==> src/rtl/pcm_slot_pkg.sv <==
package pcm_slot_pkg;
  localparam int unsigned SLOT_CNT  = 4;
  localparam int unsigned SAMPLE_W  = 16;
  localparam int unsigned BITIDX_W  = 8;
endpackage

==> src/rtl/pcm_bit_timing.sv <==
module pcm_bit_timing #(
  parameter int unsigned DIV_W = 8
) (
  input  logic             clk_i,
  input  logic             rst_ni,
  input  logic             master_i,
  input  logic [DIV_W-1:0] half_i,
  input  logic             ext_clk_i,
  input  logic             ext_sync_i,
  input  logic             ext_din_i,
  output logic             bclk_o,
  output logic             rise_o,
  output logic             fall_o,
  output logic             sync_o,
  output logic             din_o
);
  logic [DIV_W-1:0] cnt_q, half_m1;
  logic             mclk_q, tick, ck_d;
  logic [1:0]       ck_s, sy_s, dn_s;

  assign half_m1 = (half_i == '0) ? '0 : half_i - 1'b1;
  assign tick    = cnt_q >= half_m1;

  always_ff @(posedge clk_i or negedge rst_ni) begin
    if (!rst_ni) begin
      cnt_q  <= '0;
      mclk_q <= 1'b0;
      ck_s   <= '0;
      sy_s   <= '0;
      dn_s   <= '0;
      ck_d   <= 1'b0;
    end else begin
      ck_s <= {ck_s[0], ext_clk_i};
      sy_s <= {sy_s[0], ext_sync_i};
      dn_s <= {dn_s[0], ext_din_i};
      ck_d <= ck_s[1];
      if (master_i) begin
        if (tick) begin
          cnt_q  <= '0;
          mclk_q <= ~mclk_q;
        end else begin
          cnt_q <= cnt_q + 1'b1;
        end
      end else begin
        cnt_q  <= '0;
        mclk_q <= 1'b0;
      end
    end
  end

  assign bclk_o = mclk_q;
  assign rise_o = master_i ? (tick & ~mclk_q) : (ck_s[1] & ~ck_d);
  assign fall_o = master_i ? (tick & mclk_q)  : (~ck_s[1] & ck_d);
  assign sync_o = sy_s[1];
  // master: codec data is launched by our own clock, sample directly
  assign din_o  = master_i ? ext_din_i : dn_s[1];
endmodule

==> src/rtl/pcm_frame_ctl.sv <==
module pcm_frame_ctl #(
  parameter int unsigned CNT_W = 8
) (
  input  logic             clk_i,
  input  logic             rst_ni,
  input  logic             master_i,
  input  logic             long_sync_i,
  input  logic             long_sync_w16_i,
  input  logic [CNT_W-1:0] frame_last_i,
  input  logic             rise_i,
  input  logic             fall_i,
  input  logic             ext_sync_i,
  output logic [CNT_W-1:0] cur_o,
  output logic [CNT_W-1:0] nxt_o,
  output logic             lock_o,
  output logic             lock_n_o,
  output logic             sync_o
);
  localparam int unsigned W1 = CNT_W + 1;

  logic [CNT_W-1:0] bit_q, pend_val_q;
  logic             lock_q, pend_q, sprev_q, sync_q, wrap, sync_n, hit;

  assign wrap     = bit_q >= frame_last_i;
  assign lock_n_o = lock_q | (master_i ? wrap : pend_q);
  assign nxt_o    = (!master_i && pend_q) ? pend_val_q
                  : (wrap ? '0 : bit_q + 1'b1);
  assign sync_n   = master_i & lock_n_o &
                    (long_sync_i ? ({1'b0, nxt_o} < (long_sync_w16_i ? W1'(16) : W1'(8)))
                                 : (nxt_o == frame_last_i));
  // slave alignment: short pulse marks the bit before 0, long level rises on bit 0
  assign hit      = long_sync_i ? (ext_sync_i & ~sprev_q) : ext_sync_i;

  always_ff @(posedge clk_i or negedge rst_ni) begin
    if (!rst_ni) begin
      bit_q      <= '1;
      pend_val_q <= '0;
      lock_q     <= 1'b0;
      pend_q     <= 1'b0;
      sprev_q    <= 1'b0;
      sync_q     <= 1'b0;
    end else begin
      if (rise_i) begin
        bit_q  <= nxt_o;
        lock_q <= lock_n_o;
        pend_q <= 1'b0;
        sync_q <= sync_n;
      end
      if (fall_i && !master_i) begin
        sprev_q <= ext_sync_i;
        if (hit) begin
          pend_q     <= 1'b1;
          pend_val_q <= long_sync_i ? CNT_W'(1) : '0;
        end
      end
    end
  end

  assign cur_o  = bit_q;
  assign lock_o = lock_q;
  assign sync_o = sync_q;
endmodule

==> src/rtl/pcm_slot_lane.sv <==
module pcm_slot_lane #(
  parameter int unsigned CNT_W = 8,
  parameter int unsigned SW    = 16
) (
  input  logic             clk_i,
  input  logic             rst_ni,
  input  logic             rise_i,
  input  logic             fall_i,
  input  logic             lock_i,
  input  logic             lock_n_i,
  input  logic             en_i,
  input  logic             w16_i,
  input  logic [CNT_W-1:0] start_i,
  input  logic [CNT_W-1:0] cur_i,
  input  logic [CNT_W-1:0] nxt_i,
  input  logic [SW-1:0]    tx_i,
  input  logic             din_i,
  output logic             bit_o,
  output logic [SW-1:0]    rx_o,
  output logic             valid_o
);
  localparam int unsigned OFF_W = CNT_W + 1;
  localparam int unsigned HW    = SW / 2;

  logic [OFF_W-1:0] width, off_n, off_c;
  logic             act_n, act_c, first_n, last_c, got_q, valid_q;
  logic [SW-1:0]    hold_q, sh_q, src, rx_q;
  logic [3:0]       idx;

  assign width   = w16_i ? OFF_W'(SW) : OFF_W'(HW);
  assign off_n   = {1'b0, nxt_i} - {1'b0, start_i};
  assign off_c   = {1'b0, cur_i} - {1'b0, start_i};
  assign act_n   = en_i & lock_n_i & (nxt_i >= start_i) & (off_n < width);
  assign act_c   = en_i & lock_i & (cur_i >= start_i) & (off_c < width);
  assign first_n = off_n == '0;
  assign last_c  = off_c == width - 1'b1;
  assign src     = first_n ? tx_i : hold_q;
  assign idx     = w16_i ? (4'd15 - off_n[3:0]) : {1'b0, 3'd7 - off_n[2:0]};
  assign bit_o   = act_n & src[idx];

  always_ff @(posedge clk_i or negedge rst_ni) begin
    if (!rst_ni) begin
      hold_q  <= '0;
      sh_q    <= '0;
      rx_q    <= '0;
      got_q   <= 1'b0;
      valid_q <= 1'b0;
    end else begin
      valid_q <= 1'b0;
      if (rise_i && act_n && first_n) hold_q <= tx_i;
      if (fall_i && act_c) begin
        sh_q <= {sh_q[SW-2:0], din_i};
        if (off_c == '0) got_q <= 1'b1;
        if (last_c) begin
          got_q   <= 1'b0;
          valid_q <= got_q;
          if (got_q) rx_q <= w16_i ? {sh_q[SW-2:0], din_i}
                                   : {{HW{1'b0}}, sh_q[HW-2:0], din_i};
        end
      end
    end
  end

  assign rx_o    = rx_q;
  assign valid_o = valid_q;
endmodule

==> src/rtl/pcm_slot_port.sv <==
module pcm_slot_port
  import pcm_slot_pkg::*;
#(
  parameter int unsigned NUM_SLOTS = SLOT_CNT,
  parameter int unsigned DIV_W     = 8
) (
  input  logic                          clk_i,
  input  logic                          rst_ni,
  input  logic                          master_i,
  input  logic                          long_sync_i,
  input  logic                          long_sync_w16_i,
  input  logic [DIV_W-1:0]              half_div_i,
  input  logic [BITIDX_W-1:0]           frame_last_i,
  input  logic [NUM_SLOTS-1:0]          slot_en_i,
  input  logic [NUM_SLOTS-1:0]          slot_w16_i,
  input  logic [NUM_SLOTS*BITIDX_W-1:0] slot_start_i,
  input  logic [NUM_SLOTS*SAMPLE_W-1:0] tx_data_i,
  output logic [NUM_SLOTS*SAMPLE_W-1:0] rx_data_o,
  output logic [NUM_SLOTS-1:0]          rx_valid_o,
  input  logic                          pcm_clk_i,
  input  logic                          pcm_sync_i,
  input  logic                          pcm_din_i,
  output logic                          pcm_clk_o,
  output logic                          pcm_sync_o,
  output logic                          pcm_ctl_oe_o,
  output logic                          pcm_dout_o
);
  localparam int unsigned CNT_W = BITIDX_W;
  localparam int unsigned SW    = SAMPLE_W;

  logic             rise, fall, ext_sync, din;
  logic [CNT_W-1:0] cur, nxt;
  logic             lock, lock_n, dout_q;
  logic [NUM_SLOTS-1:0] bit_vec;

  pcm_bit_timing #(.DIV_W(DIV_W)) u_timing (
    .clk_i, .rst_ni, .master_i,
    .half_i     (half_div_i),
    .ext_clk_i  (pcm_clk_i),
    .ext_sync_i (pcm_sync_i),
    .ext_din_i  (pcm_din_i),
    .bclk_o     (pcm_clk_o),
    .rise_o     (rise),
    .fall_o     (fall),
    .sync_o     (ext_sync),
    .din_o      (din)
  );

  pcm_frame_ctl #(.CNT_W(CNT_W)) u_frame (
    .clk_i, .rst_ni, .master_i, .long_sync_i, .long_sync_w16_i, .frame_last_i,
    .rise_i     (rise),
    .fall_i     (fall),
    .ext_sync_i (ext_sync),
    .cur_o      (cur),
    .nxt_o      (nxt),
    .lock_o     (lock),
    .lock_n_o   (lock_n),
    .sync_o     (pcm_sync_o)
  );

  for (genvar s = 0; s < NUM_SLOTS; s++) begin : g_lane
    pcm_slot_lane #(.CNT_W(CNT_W), .SW(SW)) u_lane (
      .clk_i, .rst_ni,
      .rise_i   (rise),
      .fall_i   (fall),
      .lock_i   (lock),
      .lock_n_i (lock_n),
      .en_i     (slot_en_i[s]),
      .w16_i    (slot_w16_i[s]),
      .start_i  (slot_start_i[s*CNT_W +: CNT_W]),
      .cur_i    (cur),
      .nxt_i    (nxt),
      .tx_i     (tx_data_i[s*SW +: SW]),
      .din_i    (din),
      .bit_o    (bit_vec[s]),
      .rx_o     (rx_data_o[s*SW +: SW]),
      .valid_o  (rx_valid_o[s])
    );
  end

  always_ff @(posedge clk_i or negedge rst_ni) begin
    if (!rst_ni)   dout_q <= 1'b0;
    else if (rise) dout_q <= |bit_vec;
  end

  assign pcm_dout_o   = dout_q;
  assign pcm_ctl_oe_o = master_i;
endmodule

==> config.mk <==
export PLATFORM = sky130hd
export DESIGN_NAME = pcm_slot_port
export DESIGN_NICKNAME = d
export VERILOG_FILES = /design/src/rtl/pcm_slot_pkg.sv /design/src/rtl/pcm_bit_timing.sv /design/src/rtl/pcm_frame_ctl.sv /design/src/rtl/pcm_slot_lane.sv /design/src/rtl/pcm_slot_port.sv
export SDC_FILE = /design/constraint.sdc
export NUM_CORES = 1
export LEC_CHECK = 0
export ABC_AREA = 0
export BUFFER_PORTS_ARGS = -buffer_cell sky130_fd_sc_hd__buf_2
export CAP_MARGIN = 20
export CORE_MARGIN = 3
export CORE_UTILIZATION = 58
export DETAILED_ROUTE_END_ITERATION = 10
export PLACE_DENSITY = 0.88
export SYNTH_ARGS = -nofsm -noshare
export SYNTH_HDL_FRONTEND = slang
export SYNTH_SLANG_ARGS = --single-unit
==> constraint.sdc <==
create_clock -name clk_i -period 7 [get_ports clk_i]
set_input_delay 1.05 -clock clk_i [delete_from_list [all_inputs] [get_ports clk_i]]
set_output_delay 1.05 -clock clk_i [all_outputs]
set_load 0.02 [all_outputs]
==> results of run 1 <==
metal layers:
metal	up-vias	part of all wire, %	track usage, %
met3	103	7.8	4.875
met2	442	47	44.08
met1	5314	41	34.39
met5	-	0.15	0
li1	5161	-	-
met4	6	3.7	8.876
how the worst min path moves through the flow:
stage | start | to | slack, ns | cells after the start
after floorplan | u_timing.ck_s[0] | u_timing.ck_s[1] | 0.33 | 0
after global placement | u_timing.dn_s[0] | u_timing.dn_s[1] | 0.33 | 0
after detailed placement | u_timing.dn_s[0] | u_timing.dn_s[1] | 0.34 | 0
after CTS | u_timing.dn_s[0] | u_timing.dn_s[1] | 0.35 | 0
after global routing | u_timing.dn_s[0] | u_timing.dn_s[1] | 0.37 | 0
final | u_timing.dn_s[0] | u_timing.dn_s[1] | 0.35 | 0
worst max-delay path, stage by stage, from the launching register on:
cell,delay (ns)
dfstp_2,0.60
inv_1,0.22
ha_1,0.34
nand2b_4,0.15
a2111oi_4,0.41
o311a_2,0.42
nand2_1,0.19
nor2_1,0.29
ha_1,0.36
a211oi_1,0.40
nor2_1,0.18
xor2_1,0.20
a2111oi_0,0.37
mux2_1,0.19
and4_1,0.53
mux2i_1,0.15
a211oi_1,0.28
o41ai_1,0.09
or4_1,0.57
a41oi_1,0.24
power by group:
part           total [mW]  switching [mW]  internal (mW)
Combinational        1.69            1.01          0.684
Clock                1.39           0.539          0.855
Sequential           1.40          0.0620           1.34
placed cells by master (no fill, tap or decap), drive strengths merged, types with 37 or more instances in the layout:
| master | n |
|---|---|
| nand2 | 89 |
| xnor2 | 37 |
| ha | 92 |
| mux2i | 49 |
| buf | 223 |
| nor2 | 77 |
| inv | 123 |
| o21ai | 57 |
| mux2 | 159 |
| dfrtp | 218 |
metrics by stage:
stage | instance area, sq um | instances | util, % | hold slack, ns | total power [mW]
3_3_place_gp | 15190 | 1807 | 65.88 | 0.3341 | 2.996
3_5_place_dp | 15190 | 1807 | 65.88 | 0.3364 | 3.060
6_report | 16150 | 1858 | 70.05 | 0.3510 | 4.484
5_1_grt | 16140 | 1856 | 70.02 | 0.3651 | 4.747
2_1_floorplan | 13830 | 1312 | - | 0.3312 | 2.611
4_1_cts | 16080 | 1852 | 69.76 | 0.3492 | 4.462
area by class of cell:
class / instances / area share (%)
Sequential cell: 226 / 35.08
Antenna cell: 2 / 0.03099
Clock buffer: 35 / 4.603
Multi-Input combinational cell: 927 / 46.55
Tap cell: 313 / 2.425
Timing Repair Buffer: 223 / 7.539
Clock inverter: 10 / 0.9298
Inverter: 122 / 2.836
state kept, by name, indices dropped and copies added, names as in the netlist, 2 cells and up:
name and cells:
g_lane.u_lane.got_q 4, g_lane.u_lane.hold_q 64, g_lane.u_lane.rx_o 64, g_lane.u_lane.sh_q 60, g_lane.u_lane.valid_o 4, u_frame.cur_o 8, u_timing.ck_s 2, u_timing.cnt_q 8
u_timing.dn_s 2, u_timing.sy_s 2
cell families (layout without fill, tap and decap cells):
kind of cell               Yosys count  in the layout  share of synthesized area (%)
and+or+nand+nor                    345            345                          13.45
xor gates and xnor gates            51             51                          3.329
adders and majority gates          103            103                          9.717
buffers and inverters              159            390                          4.714
DFF                                226            226                          40.97
muxes                              208            208                          16.49
other                                0              2                              0
AOI/OAI and AO/OA                  220            220                          11.33
==> metrics.md, run 1 <==
| Metric | Value |
|---|---|
| Outcome | complete, no violations |
| CTS Sinks | 226 |
| Setup bufs post-CTS | 0 |
| Pwr per Cell Area | ~280 mW/mm^2 |
| CTS tree | yes |
| Yosys Warn Count | 0 |
| RSZ-0062 raised after global routing | false |
| Area contributors post-synth | dfrtp_1 (39%), mux2_2 (12%), ha_1 (8.3%) |
| RR Startpoint | u_frame.cur_o[0] |
| Post-DRT Antenna Nets | 0 |
| CTS resizes | 0 |
| Crit. End Element | register |
| Kind of critical path | reg2reg |
| Hold WC Path Type | reg2reg |
| All-Layer GR Usage | 26.26% |
| Area occupied by registers | 0.005665 sq mm |
| Slew margin rel. | ~44% |
| Async set-or-reset flop fraction in the synthesized netlist | 100.0% |
| Routability-driven placement congestion ratio | 0.9502 |
| Cell Area, Synth | around 0.014 sq mm |
| GR Overflow Total | 0 |
| Layout Nets | roughly 1800 |
| Startpoint type of the worst setup path | register |
| Fmax | 159.5 MHz |
| IO Count | 200 |
| Starting density of the core | between 50% and 60% |
| Total CTS buffers | 25 |
| CTS Hold Buffers Added | 0 |
| Vias in the first global route | roughly 11000 |
| Clk_skew | about 0.010 ns |
| Leakage power | about 8.3 nW |
| Yosys top cell by area | dfrtp_1 |
| Area of the multi-input gates | around 0.0075 sq mm |
| Most frequent cell after synthesis | dfrtp_1 |
| Setup slack, reg-to-reg | 0.73 ns |
| Max Transition Viols Final | 0 |
| Pre-CTS setup slack | around 0.52 ns |
| Top cells by count, synth | dfrtp_1 (218), mux2_2 (145), inv_1 (121) |
| Initial antenna violation count | 3 |
| Max capacitance violation total | 0 |
| Setup TNS | 0 ns |
| Port Buffer Count | 199 |
| Clock Path Buffers | 3 |
| H-Tree Depth | 1 |
| Clock-pin slew on the worst setup and hold paths | roughly 0.060 ns |
| Reg2reg end | pcm_dout_o |
| Synth cell types | ~90 |
| Detailed-route via count | approximately 11000 |
| Fill count | 1675 |
| Routed length per placed instance | 18.50 um |
| Period utilisation layout | around 90% |
| Yosys top cell area share | about two fifths |
| Syn Nets | about 1500 |
| Crit path time final | approximately 6.3 ns |
| Final worst slack | between 0.7 and 0.8 ns |
| Die Span Y | between 150 and 200 um |
| Worst EP required | between 7 and 8 ns |
| Die width | 160.4 um |
| Die footprint | roughly 0.026 sq mm |
| Layout Area Growth over Synthesis | 16.76% |
| Iteration-0 DRC Markers | 982 |
| Mapped Avg Cell Area | 10.54 sq um |
| Crit path capture | pcm_dout_o |
| Worst-skew pair later-pin latency | 0.52 ns |
| Worst Setup SP | u_frame.cur_o[0] |
| IR drop worst, VDD | around 230 uV |
| Post-synth EDFFs | 0 |
| Reg2reg path depth | 19 |
| Synth Instances | roughly 1300 |
| Worst-path fanout max | 14 |
| Post-detailed-route DRC marker count | 0 |
| Final setup fails | 0 |
| Largest net degree at the start of global routing | 87 |
| Layout cells sized above 1 | between 20 and 30% |
| Worst Tran Pin Value | 0.8403 ns |
| Number of synthesized register bits | 226 |
| Final Hold Fails | 0 |
| Core box area | between 0.02 and 0.025 sq mm |
| Sequential area share after synthesis | approximately two fifths |
| Routed WL | between 30000 and 40000 um |
| First-pass GRT wire length | 55760 um |
| Drt first pass iters | 6 |
| Post-DR vias/cell | 5.934 |
| Root Buffer | clkbuf_16 |
| FP Rows | 55 |
| Post-DP HPWL | approximately 26000 um |
| Worst Path Arrival | 6.70 ns |
| Main flop type after synthesis | dfrtp_1 |
Power figures use the tool's default switching activity.
==> inputs of run 2 (changes only) <==
- CORE_UTILIZATION: 58 -> 55
- PLACE_DENSITY: 0.88 -> 0.84
- SKIP_LAST_GASP: not set -> 1
- SYNTH_HIERARCHICAL: not set -> 1
==> run 2 against run 1 <==
Via count decreased by 1.3%. Largest cell class unchanged. Largest power group unchanged. Total power up 28%. Cell count increased by 0.97%. Non-clock buffer count decreased by 16. Die area is 7.6% higher. Sequential power up 6%.
==> metrics.md, run 2 <==
| Metric | Value |
|---|---|
| Clock Path Buffers | 3 (unchanged) |
| Synth Instances | 1324 (+0.91%) |
| Number of synthesized register bits | 226 (unchanged) |
| Post-synth EDFFs | 0 (unchanged) |
| Clk_skew | 0.01969 ns (+0.009445 ns) |
| Period utilisation layout | 89.70% (+0.13 points) |
| Layout Area Growth over Synthesis | 14.86% |
| First-pass GRT wire length | 55900 um (+0.25%) |
| Pwr per Cell Area | 352.1 mW/mm^2 (+27%) |
| Layout Nets | 1756 (+0.17%) |
| Post-detailed-route DRC marker count | 0 (unchanged) |
| IR drop worst, VDD | 244.4 uV (+6.9%) |
| Root Buffer | clkbuf_16 |
| IO Count | 200 (unchanged) |
| Top cells by count, synth | dfrtp_1 (218), mux2_2 (133), inv_1 (122) |
| Routed length per placed instance | 18.34 um (-0.85%) |
| Worst Tran Pin Value | 1.170 ns (+0.3297 ns) |
| Max Transition Viols Final | 0 (unchanged) |
| Fmax | 159.3 MHz (-0.15%) |
| Initial antenna violation count | 8 (+5) |
| Yosys top cell area share | 38.55% (-0.90 points) |
| Vias in the first global route | 11113 (unchanged) |
| Slew margin rel. | 21.28% (-23 points) |
| Cell Area, Synth | 0.01415 sq mm (+2.3%) |
| Placed insts | 1826 (+1.1%) |
| Die footprint | 0.02769 sq mm (+7.6%) |
| Layout cells sized above 1 | 29.62% (+0.58 points) |
| CTS Hold Buffers Added | 0 (unchanged) |
| Yosys Warn Count | 6 (+6) |
| Most frequent cells in the layout | dfrtp_1 (218), buf_2 (198), mux2_2 (133) |
| Async set-or-reset flop fraction in the synthesized netlist | 100.0% (unchanged) |
| Area occupied by registers | 0.005665 sq mm (unchanged) |
| Core box area | 0.02525 sq mm (+9.5%) |
| Worst-skew pair later-pin latency | 0.53 ns (about the same) |
| Largest net degree at the start of global routing | 83 (-4.6%) |
| Synth cell types | 97 (+6.6%) |
| Outcome | complete, no violations |
| Startpoint type of the worst setup path | register |
| CTS resizes | 0 (unchanged) |
| Worst Path Arrival | 6.74 ns (+0.04 ns) |
| Main flop type after synthesis | dfrtp_1 |
| Post-DR vias/cell | 5.803 (-2.2%) |
| H-Tree Depth | 1 (unchanged) |
| Drt first pass iters | 5 (-1) |
| Final setup fails | 0 (unchanged) |
| Crit path time final | 6.279 ns (+0.009362 ns) |
| Port Buffer Count | 199 (unchanged) |
| RSZ-0062 raised after global routing | false |
| Leakage power | 8.223 nW (-1.4%) |
| Max capacitance violation total | 0 (unchanged) |
| Post-DRT Antenna Nets | 0 (unchanged) |
| Die width | 166.4 um (+3.7%) |
| Clock-pin slew on the worst setup and hold paths | 0.06 ns (about the same) |
| Mapped Avg Cell Area | 10.69 sq um (+1.4%) |
| FP Rows | 58 (+5.5%) |
| Total CTS buffers | 25 (unchanged) |
| Most common cell after layout, fill and taps aside | dfrtp_1 |
| GR Overflow Total | 0 (unchanged) |
| Worst EP required | 7.46 ns (+0.03 ns) |
| Area contributors post-synth | dfrtp_1 (39%), mux2_2 (11%), ha_1 (8.5%) |
| Setup TNS | 0 ns (unchanged) |
| Die Span Y | 166.4 um (+3.7%) |
| CTS tree | yes |
| Routability-driven placement congestion ratio | 0.9555 (+0.56%) |
| Starting density of the core | 56.03% (-4.0 points) |
| Sequential area share after synthesis | 40.04% (-0.93 points) |
| Iteration-0 DRC Markers | 792 (-19%) |
| Detailed-route via count | 10886 (-1.3%) |
| Fill count | 2025 (+21%) |
| Most frequent cell after synthesis | dfrtp_1 |
| Syn Nets | 1556 (+1.0%) |
| Routed WL | 34410 um (+0.11%) |
| All-Layer GR Usage | 24.18% (-2.1 points) |
| Fin cells | 1876 (+0.97%) |
| Crit. End Element | register |
| Yosys top cell by area | dfrtp_1 |
| Setup bufs post-CTS | 0 (unchanged) |
| Area of the multi-input gates | 0.007814 sq mm (+3.9%) |
| Kind of critical path | reg2reg |
| Hold WC Path Type | reg2reg |
| Worst-path fanout max | 14 (unchanged) |
| Final Hold Fails | 0 (unchanged) |
| CTS Sinks | 226 (unchanged) |
| Post-DP HPWL | 25370 um (-0.64%) |
run 2: power by group:
part           internal, mW  switching [mW]  leakage [nW]  total [mW]
logic                  1.17            1.79          4.86        2.96
clock network         0.747           0.532         0.399        1.28
registers              1.36           0.118          2.97        1.48
total                  3.28            2.44          8.22        5.72
run 2: cells by family (layout without fill, tap and decap cells):
logic type / after synthesis / after routing / synth area share (%)
buffers and inverters: 158 / 377 / 4.792
adder cells (fa/ha/maj): 104 / 104 / 9.620
XOR/XNOR: 51 / 51 / 3.157
multiplexers: 215 / 215 / 17.26
AO/OA/AOI/OAI: 234 / 234 / 11.86
other: 0 / 3 / 0
AND/OR/NAND/NOR: 336 / 336 / 13.28
flip-flops: 226 / 226 / 40.04
run 2: metal layers:
layer	global-route usage (%)	vias to the layer above	wire length, um
met5	0	-	82
met4	7.245	12	1030
met3	5.665	84	2584
met2	40.11	407	16200
met1	31.83	5266	14510
li1	-	5117	-
run 2: worst max-delay path, cell delays in order, from the launching register on:
cell and delay, ns:
dfstp_2 0.72, ha_1 0.32, and4_1 0.22, a2111o_1 0.45, a21o_4 0.25, nor2b_1 0.58
ha_1 0.43, a211oi_1 0.32, nor2_1 0.11, xor2_1 0.17, or4_4 0.56, nor3_4 0.40
mux2i_1 0.13, o21ai_0 0.17, o22ai_1 0.11, nor4_1 0.99, nor4_1 0.10, a21oi_1 0.18
run 2: stage by stage:
step           instance area (sq um)  util (%)  hold WS (ns)  setup slack, ns  power, mW
2_1_floorplan                  14150         -        0.3312            1.608      3.706
3_3_place_gp                   15420     61.04        0.3346           0.3918      4.269
3_5_place_dp                   15420     61.04        0.3364           0.4090      4.387
4_1_cts                        16220     64.22        0.3514           0.9094      5.694
5_1_grt                        16250     64.35        0.3611           0.5278      6.139
6_report                       16250     64.36        0.3501           0.7207      5.723
run 2: worst paths after layout:
path | startpoint | endpoint | slack [ns] | cells past startpoint
max reg2reg | u_frame/cur_o[5] | pcm_dout_o | 0.72 | 17
min in group asynchronous | rst_ni | g_lane[0].u_lane/rx_o[10] | 0.50 | 1
max in group asynchronous | rst_ni | g_lane[1].u_lane/rx_o[12] | 5.19 | 2
min | u_timing/dn_s[0] | u_timing/dn_s[1] | 0.35 | 0
min reg2reg | u_timing/dn_s[0] | u_timing/dn_s[1] | 0.35 | 0
max | u_frame/cur_o[5] | pcm_dout_o | 0.72 | 17
run 2: layout make-up:
| type | count | area share, % |
|---|---|---|
| multi-input cells | 940 | 48.07 |
| well taps | 330 | 2.540 |
| repair buffers | 207 | 6.682 |
| flip-flops and latches | 226 | 34.85 |
| clock buffers | 34 | 4.365 |
| diodes | 3 | 0.04619 |
| inverters | 124 | 2.864 |
| clock inverters | 12 | 0.5773 |
